[config.mk]
export PLATFORM = sky130hd
export DESIGN_NAME = ramp_irq_unit
export DESIGN_NICKNAME = d
export VERILOG_FILES = /design/src/rtl/ramp_irq_pkg.sv /design/src/rtl/ramp_ctrl_regs.sv /design/src/rtl/level_ramp.sv /design/src/rtl/flag_bank.sv /design/src/rtl/ramp_irq_unit.sv
export SDC_FILE = /design/constraint.sdc
export NUM_CORES = 1
export LEC_CHECK = 0
export BUFFER_PORTS_ARGS = -buffer_cell sky130_fd_sc_hd__buf_4
export CORE_MARGIN = 10
export CORE_UTILIZATION = 50
export CTS_CLUSTER_DIAMETER = 100
export DETAILED_ROUTE_END_ITERATION = 6
export PLACE_DENSITY_LB_ADDON = 0.15
export SETUP_SLACK_MARGIN = 0.2
export SLEW_MARGIN = 20
export SYNTH_ARGS = -nofsm -noshare
export SYNTH_HDL_FRONTEND = slang
export SYNTH_SLANG_ARGS = --single-unit
[constraint.sdc]
create_clock -name clk -period 5.4 [get_ports clk]
set_input_delay 0.27 -clock clk [delete_from_list [all_inputs] [get_ports clk]]
set_output_delay 0.27 -clock clk [all_outputs]
set_load 0.03 [all_outputs]
[src/rtl/ramp_irq_pkg.sv]
package ramp_irq_pkg;

  localparam int NFLAG = 7;

  // Flag bit positions (shared by flag and mask registers)
  localparam int F_GAIN_DN = 0;
  localparam int F_GAIN_UP = 1;
  localparam int F_OUT_DN  = 2;
  localparam int F_OUT_UP  = 3;
  localparam int F_SHORT   = 4;
  localparam int F_JACK    = 5;
  localparam int F_SCREL   = 6;

  // Register addresses
  localparam int A_PLAY = 0;
  localparam int A_HPH  = 1;
  localparam int A_FLAG = 2;
  localparam int A_MASK = 3;
  localparam int A_TICK = 4;

  // Control bit positions
  localparam int PLAY_MUTE_BIT  = 7;
  localparam int PLAY_STBY_BIT  = 4;
  localparam int HPH_MUTE_BIT   = 7;
  localparam int HPH_CMSB_BIT   = 3;

  // Ramp channel indices
  localparam int CH_GAIN = 0;
  localparam int CH_OUT  = 1;
  localparam int NCH     = 2;

  typedef struct packed {
    logic start;
    logic up;
    logic snap;
  } ramp_cmd_t;

endpackage

[src/rtl/ramp_ctrl_regs.sv]
module ramp_ctrl_regs
  import ramp_irq_pkg::*;
#(
  parameter int ADDR_W   = 3,
  parameter int DATA_W   = 8,
  parameter int TICK_W   = 8,
  parameter int TICK_RST = 1
) (
  input  logic              clk,
  input  logic              rst_n,
  input  logic              we,
  input  logic [ADDR_W-1:0] addr,
  input  logic [DATA_W-1:0] wdata,
  output logic [TICK_W-1:0] tick_period,
  output ramp_cmd_t         gain_cmd,
  output ramp_cmd_t         out_cmd,
  output logic [NFLAG-1:0]  flag_clr,
  output logic              mask_we,
  output logic [NFLAG-1:0]  mask_wdata
);

  function automatic logic stage_on(input logic [DATA_W-1:0] v);
    return !v[HPH_MUTE_BIT] && !v[HPH_CMSB_BIT];
  endfunction

  logic              play_mute_q;
  logic              hph_on_q;
  logic [TICK_W-1:0] tick_q;

  logic play_hit, hph_hit, flag_hit, mask_hit, tick_hit;

  assign play_hit = we && (addr == ADDR_W'(A_PLAY));
  assign hph_hit  = we && (addr == ADDR_W'(A_HPH));
  assign flag_hit = we && (addr == ADDR_W'(A_FLAG));
  assign mask_hit = we && (addr == ADDR_W'(A_MASK));
  assign tick_hit = we && (addr == ADDR_W'(A_TICK));

  always_ff @(posedge clk) begin
    if (!rst_n) begin
      play_mute_q <= 1'b1;
      hph_on_q    <= 1'b0;
      tick_q      <= TICK_W'(TICK_RST);
    end else begin
      if (play_hit) play_mute_q <= wdata[PLAY_MUTE_BIT];
      if (hph_hit)  hph_on_q    <= stage_on(wdata);
      if (tick_hit) tick_q      <= wdata[TICK_W-1:0];
    end
  end

  assign tick_period = tick_q;

  always_comb begin
    gain_cmd.snap  = play_hit && wdata[PLAY_STBY_BIT];
    gain_cmd.start = play_hit && !wdata[PLAY_STBY_BIT] &&
                     (wdata[PLAY_MUTE_BIT] != play_mute_q);
    gain_cmd.up    = !wdata[PLAY_MUTE_BIT];

    out_cmd.snap   = 1'b0;
    out_cmd.start  = hph_hit && (stage_on(wdata) != hph_on_q);
    out_cmd.up     = stage_on(wdata);
  end

  assign flag_clr   = flag_hit ? wdata[NFLAG-1:0] : '0;
  assign mask_we    = mask_hit;
  assign mask_wdata = wdata[NFLAG-1:0];

endmodule

[src/rtl/level_ramp.sv]
module level_ramp
  import ramp_irq_pkg::*;
#(
  parameter int LVL_W  = 5,
  parameter int TICK_W = 8
) (
  input  logic              clk,
  input  logic              rst_n,
  input  logic [TICK_W-1:0] period,
  input  ramp_cmd_t         cmd,
  output logic [LVL_W-1:0]  level,
  output logic              done_up,
  output logic              done_dn
);

  localparam logic [LVL_W-1:0] LVL_MAX = {LVL_W{1'b1}};

  function automatic logic [LVL_W-1:0] endpoint(input logic up);
    return up ? LVL_MAX : '0;
  endfunction

  function automatic logic [LVL_W-1:0] stepped(input logic [LVL_W-1:0] l,
                                               input logic up);
    return up ? l + 1'b1 : l - 1'b1;
  endfunction

  logic [LVL_W-1:0]  level_q;
  logic [TICK_W-1:0] cnt_q;
  logic              active_q;
  logic              dir_q;

  logic             tick_now;
  logic [LVL_W-1:0] nxt;
  logic             start_hit;
  logic             step_hit;

  assign tick_now  = active_q && (cnt_q == period);
  assign nxt       = stepped(level_q, dir_q);
  assign start_hit = cmd.start && !cmd.snap && (level_q == endpoint(cmd.up));
  assign step_hit  = tick_now && !cmd.start && !cmd.snap &&
                     (nxt == endpoint(dir_q));

  assign done_up = (start_hit && cmd.up)  || (step_hit && dir_q);
  assign done_dn = (start_hit && !cmd.up) || (step_hit && !dir_q);

  always_ff @(posedge clk) begin
    if (!rst_n) begin
      level_q  <= '0;
      cnt_q    <= '0;
      active_q <= 1'b0;
      dir_q    <= 1'b0;
    end else if (cmd.snap) begin
      level_q  <= endpoint(cmd.up);
      cnt_q    <= '0;
      active_q <= 1'b0;
      dir_q    <= cmd.up;
    end else if (cmd.start) begin
      cnt_q    <= '0;
      dir_q    <= cmd.up;
      active_q <= (level_q != endpoint(cmd.up));
    end else if (active_q) begin
      if (tick_now) begin
        level_q <= nxt;
        cnt_q   <= '0;
        if (nxt == endpoint(dir_q)) active_q <= 1'b0;
      end else begin
        cnt_q <= cnt_q + 1'b1;
      end
    end
  end

  assign level = level_q;

  // level moves one code at a time unless snapped
  assert_single_step_R6: assert property (@(posedge clk) disable iff (!rst_n)
    !cmd.snap |=> ({1'b0, level_q} == {1'b0, $past(level_q)}) ||
                  ({1'b0, level_q} == {1'b0, $past(level_q)} + 1'b1) ||
                  ({1'b0, level_q} + 1'b1 == {1'b0, $past(level_q)}));

  assert_done_up_at_max_R6: assert property (@(posedge clk) disable iff (!rst_n)
    done_up |=> (level_q == LVL_MAX));

  assert_done_dn_at_zero_R6: assert property (@(posedge clk) disable iff (!rst_n)
    done_dn |=> (level_q == '0));

  // a non-snap level change happens only on a tick boundary
  assert_tick_boundary_R7: assert property (@(posedge clk) disable iff (!rst_n)
    ((level_q != $past(level_q)) && !$past(cmd.snap)) |-> $past(cnt_q == period));

  // at most one direction completes per cycle
  assert_one_direction_R9: assert property (@(posedge clk) disable iff (!rst_n)
    $onehot0({done_up, done_dn}));

endmodule

[src/rtl/flag_bank.sv]
module flag_bank
  import ramp_irq_pkg::*;
(
  input  logic             clk,
  input  logic             rst_n,
  input  logic [NFLAG-1:0] set_vec,
  input  logic [NFLAG-1:0] clr_vec,
  input  logic             mask_we,
  input  logic [NFLAG-1:0] mask_wdata,
  output logic [NFLAG-1:0] flag_q,
  output logic [NFLAG-1:0] mask_q,
  output logic             irq
);

  always_ff @(posedge clk) begin
    if (!rst_n) begin
      flag_q <= '0;
      mask_q <= '1;
    end else begin
      flag_q <= (flag_q & ~clr_vec) | set_vec;
      if (mask_we) mask_q <= mask_wdata;
    end
  end

  assign irq = |(flag_q & ~mask_q);

  // a set always lands, even against a clear
  assert_set_lands_R5: assert property (@(posedge clk) disable iff (!rst_n)
    (set_vec != '0) |=> ((flag_q & $past(set_vec)) == $past(set_vec)));

  assert_w1c_clears_R3: assert property (@(posedge clk) disable iff (!rst_n)
    ((clr_vec != '0) && (set_vec == '0)) |=> ((flag_q & $past(clr_vec)) == '0));

  assert_flags_sticky_R2: assert property (@(posedge clk) disable iff (!rst_n)
    ((clr_vec == '0) && (set_vec == '0)) |=> (flag_q == $past(flag_q)));

  assert_masked_quiet_R4: assert property (@(posedge clk) disable iff (!rst_n)
    (&mask_q) |-> !irq);

endmodule

[src/rtl/ramp_irq_unit.sv]
module ramp_irq_unit
  import ramp_irq_pkg::*;
#(
  parameter int ADDR_W   = 3,
  parameter int DATA_W   = 8,
  parameter int LVL_W    = 5,
  parameter int TICK_W   = 8,
  parameter int TICK_RST = 1
) (
  input  logic              clk,
  input  logic              rst_n,
  input  logic              cfg_we,
  input  logic [ADDR_W-1:0] cfg_addr,
  input  logic [DATA_W-1:0] cfg_wdata,
  input  logic [2:0]        event_i,
  output logic              irq_o,
  output logic [NFLAG-1:0]  flag_o,
  output logic [NFLAG-1:0]  mask_o,
  output logic [LVL_W-1:0]  gain_level_o,
  output logic [LVL_W-1:0]  out_level_o
);

  logic [TICK_W-1:0] tick_period;
  ramp_cmd_t         gain_cmd;
  ramp_cmd_t         out_cmd;
  logic [NFLAG-1:0]  flag_clr;
  logic              mask_we;
  logic [NFLAG-1:0]  mask_wdata;

  ramp_ctrl_regs #(
    .ADDR_W(ADDR_W), .DATA_W(DATA_W), .TICK_W(TICK_W), .TICK_RST(TICK_RST)
  ) u_regs (
    .clk        (clk),
    .rst_n      (rst_n),
    .we         (cfg_we),
    .addr       (cfg_addr),
    .wdata      (cfg_wdata),
    .tick_period(tick_period),
    .gain_cmd   (gain_cmd),
    .out_cmd    (out_cmd),
    .flag_clr   (flag_clr),
    .mask_we    (mask_we),
    .mask_wdata (mask_wdata)
  );

  ramp_cmd_t        cmd_arr [NCH];
  logic [LVL_W-1:0] lvl_arr [NCH];
  logic [NCH-1:0]   up_arr;
  logic [NCH-1:0]   dn_arr;

  assign cmd_arr[CH_GAIN] = gain_cmd;
  assign cmd_arr[CH_OUT]  = out_cmd;

  for (genvar ch = 0; ch < NCH; ch++) begin : g_ramp
    level_ramp #(.LVL_W(LVL_W), .TICK_W(TICK_W)) u_ramp (
      .clk    (clk),
      .rst_n  (rst_n),
      .period (tick_period),
      .cmd    (cmd_arr[ch]),
      .level  (lvl_arr[ch]),
      .done_up(up_arr[ch]),
      .done_dn(dn_arr[ch])
    );
  end

  logic [NFLAG-1:0] set_vec;
  assign set_vec = {event_i,
                    up_arr[CH_OUT],  dn_arr[CH_OUT],
                    up_arr[CH_GAIN], dn_arr[CH_GAIN]};

  flag_bank u_flags (
    .clk       (clk),
    .rst_n     (rst_n),
    .set_vec   (set_vec),
    .clr_vec   (flag_clr),
    .mask_we   (mask_we),
    .mask_wdata(mask_wdata),
    .flag_q    (flag_o),
    .mask_q    (mask_o),
    .irq       (irq_o)
  );

  assign gain_level_o = lvl_arr[CH_GAIN];
  assign out_level_o  = lvl_arr[CH_OUT];

  // a standby write never produces a new gain flag
  assert_standby_no_gain_flag_R8: assert property (@(posedge clk) disable iff (!rst_n)
    gain_cmd.snap |=> ((flag_o[F_GAIN_UP:F_GAIN_DN] &
                        ~$past(flag_o[F_GAIN_UP:F_GAIN_DN])) == '0));

  // output ramp completes only after a headphone state change started it
  assert_out_idle_no_flag_R10: assert property (@(posedge clk) disable iff (!rst_n)
    (out_cmd.start && out_cmd.up) |=> (flag_o[F_OUT_DN] == $past(flag_o[F_OUT_DN]) ||
                                       $past(flag_clr[F_OUT_DN])));

endmodule

==> reports/metrics.cfg <==
[worst_hold_path]
whs_endpoint=u_flags.flag_q[6]
min_path_cells=3
hp-class=in2reg
worstHoldStart=event_i[2]

[timing]
setup_viol=0
setup-tns-final_ps=0
slew_headroom_pct=45.4
finalHoldViolCount=0
fmax_mhz=395
min_period_ps=2530
final-max-slew-violation-count=0
worstMarginPinSlew_ps=818
fin_crit_sh_pct=46.9
timing.hold.ws_ps=159
fin_skew_ps=5.04
grt_setup_unrepaired=no

[pwr]
clockPowerShare_pct=30.9
p_leak_nw=1.43
swShare_pct=27.4
seq_power_share_pct=54.9
pwr-share-comb_pct=14.2
power_mw=0.770
p_per_area_nw_per_um2=223
intPower_mw=0.559
power_switching_mw=0.211
peakVddDrop_v=0.000158

[job]
max-cap-violations=0

[placement]
io_buffers=41
dp.cells=453
routabilityCongestion=0.875
dp_hpwl_um=5510

[global_routing]
grt_max_degree=25
grt_overflow=0
grt_pass1_vias=2464
grt_use_total_pct=15.2
grt_pass1_wl_um=12400
antenna_found_initial=0

[worst_setup_path]
r2r_end=u_flags.flag_q[1]
worst_setup_path_start_kind=register
cp-end-kind=register
crit_type=reg2reg
cp_data_arrival_time_ps=2740
worstReg2RegStart=g_ramp[0].u_ramp.dir_q
crit_required_ps=5610
crit_fanout=6
r2r_setup_slack_ps=2870
ff2ff_path_depth=7

[die]
dieArea_um2=9520
placementRows=28
io_pins=42
die_h_um=97.5
start_util_pct=51.1
die_width_um=97.5
core_um2=5890

[yosys]
ys.flop_type=dfxtp_1
ys_types=60
netlist_area_um2=3010
async_flop_share_pct=0
ys_ff_latch=54
avgSynthCellArea_um2=8.69
syn_inst=346
synth_edf_count=0
ys_warn_count=0
synth_seq_area_share_pct=36.0
syn_nets=373

[clock_network]
h-tree-depth=2
cts_tree=done
post_cts_buffers=0
clkLatencyLatePin_ps=310
ctsResizeCount=0
clockRootBuffer=clkbuf_8
ctsHoldBuffers=0
cts_buffers=5
clock_path_buffers=2
clkTransAtPathRegs_ps=100
clock_sink_count=54

[outcome]
outcome=finished clean

[layout]
area_growth_pct=14.7
mostFrequentLayoutCells=54 x dfxtp_1, 45 x nand2_1, 41 x buf_4
drive_above_1_share_pct=16.6
post-route-util_pct=58.6
fin_cells=461
fin_nets=412
antenna_cells=0
layout_commonest_cell=dfxtp_1

[routing]
drc=0
vias=2585
wl_per_cell_um=15.8
routed_wl_um=7270
ant_nets=0
viasPerCell=5.61
drt_iter0_drc=143
first_pass_iters=4

-- stage by stage --
step	cell area, um2	setup WS, ps
CTS	3450	2910
floorplan	3010	2970
global placement	3360	3010
finish	3450	2870
detailed placement	3360	2930
global route	3450	2750
-- cells by family (layout without fill, tap and decap cells) --
logic type	after synthesis	count (layout)	synth area share [%]
simple gates	147	147	26.1
buf+inv	22	62	3.33
fa+ha+maj	10	10	4.66
compound gates	61	61	13.9
xor+xnor	38	38	11.3
mux	14	14	4.79
flops	54	54	36.0
-- state kept, by name, summed over array words and instances, names as in the netlist --
name,flops
g_ramp.u_ramp.dir_q,2
g_ramp.u_ramp.active_q,2
u_flags.flag_q,7
g_ramp.u_ramp.level,10
u_flags.mask_q,7
u_regs.play_mute_q,1
g_ramp.u_ramp.cnt_q,16
u_regs.tick_period,8
u_regs.hph_on_q,1
-- area by class of cell --
class / count / area (um2)
fill: 550 / 2440
multi-input combinational: 270 / 1830
sequential: 54 / 1080
timing repair buffer: 41 / 308
tap: 75 / 93.8
clock buffer: 7 / 86.3
inverter: 13 / 48.8
clock inverter: 1 / 5.00
-- cell usage after synthesis (4+ instances only) --
| cell | number | area share (%) |
|---|---|---|
| a21o_1 | 5 | 1.2 |
| a21oi_1 | 24 | 4.0 |
| and3_1 | 5 | 1.0 |
| clkbuf_1 | 7 | 0.87 |
| dfxtp_1 | 54 | 36 |
| ha_1 | 8 | 3.3 |
| inv_1 | 13 | 1.6 |
| mux2i_1 | 11 | 3.7 |
| nand2_1 | 45 | 5.6 |
| nand2b_1 | 6 | 1.2 |
| nand3_1 | 13 | 2.2 |
| nand3b_1 | 4 | 1.0 |
| nand4_1 | 11 | 2.3 |
| nor2_1 | 31 | 3.9 |
| nor3b_1 | 4 | 1.0 |
| o21ai_0 | 4 | 0.67 |
| o21ai_1 | 7 | 1.2 |
| or3_1 | 5 | 1.0 |
| xnor2_1 | 26 | 7.6 |
| xor2_1 | 11 | 3.2 |
-- routing by layer --
metal / GRT usage [%] / routed length (um) / vias to the layer above
met5: 0 / 0 / -
met4: 4.03 / 66 / 0
met3: 4.62 / 434 / 5
met2: 22.2 / 3120 / 56
met1: 20.8 / 3650 / 1225
li1: - / - / 1299
-- how the worst max path moves through the flow --
stage                                    startpoint                end  slack [ps]  depth (start not counted)
after global placement       g_ramp[0].u_ramp.dir_q  u_flags.flag_q[1]        3010                          7
after detailed placement     g_ramp[0].u_ramp.dir_q  u_flags.flag_q[1]        2930                          7
final                        g_ramp[0].u_ramp.dir_q  u_flags.flag_q[1]        2870                          7
after CTS                    g_ramp[0].u_ramp.dir_q  u_flags.flag_q[1]        2910                          7
after floorplan           g_ramp[0].u_ramp.level[1]  u_flags.flag_q[1]        2970                          6
after global routing         g_ramp[0].u_ramp.dir_q  u_flags.flag_q[1]        2750                          7
-- power by group through the flow --
stage / clock (mW) / combinational, mW / sequential (mW)
CTS: 0.243 / 0.110 / 0.422
global placement: 0 / 0.108 / 0.431
global route: 0.262 / 0.121 / 0.425
finish: 0.238 / 0.110 / 0.422
floorplan: 0 / 0.0711 / 0.435
detailed placement: 0 / 0.109 / 0.431
-- worst max-delay path: stages (launching register included) --
cell and delay (ps):
dfxtp_1 440, inv_1 170, fa_1 450, xnor2_1 360
nor3b_1 90, mux2_2 280, o311a_1 380, a32o_1 250
No activity file was read; power rests on OpenSTA's default activity.
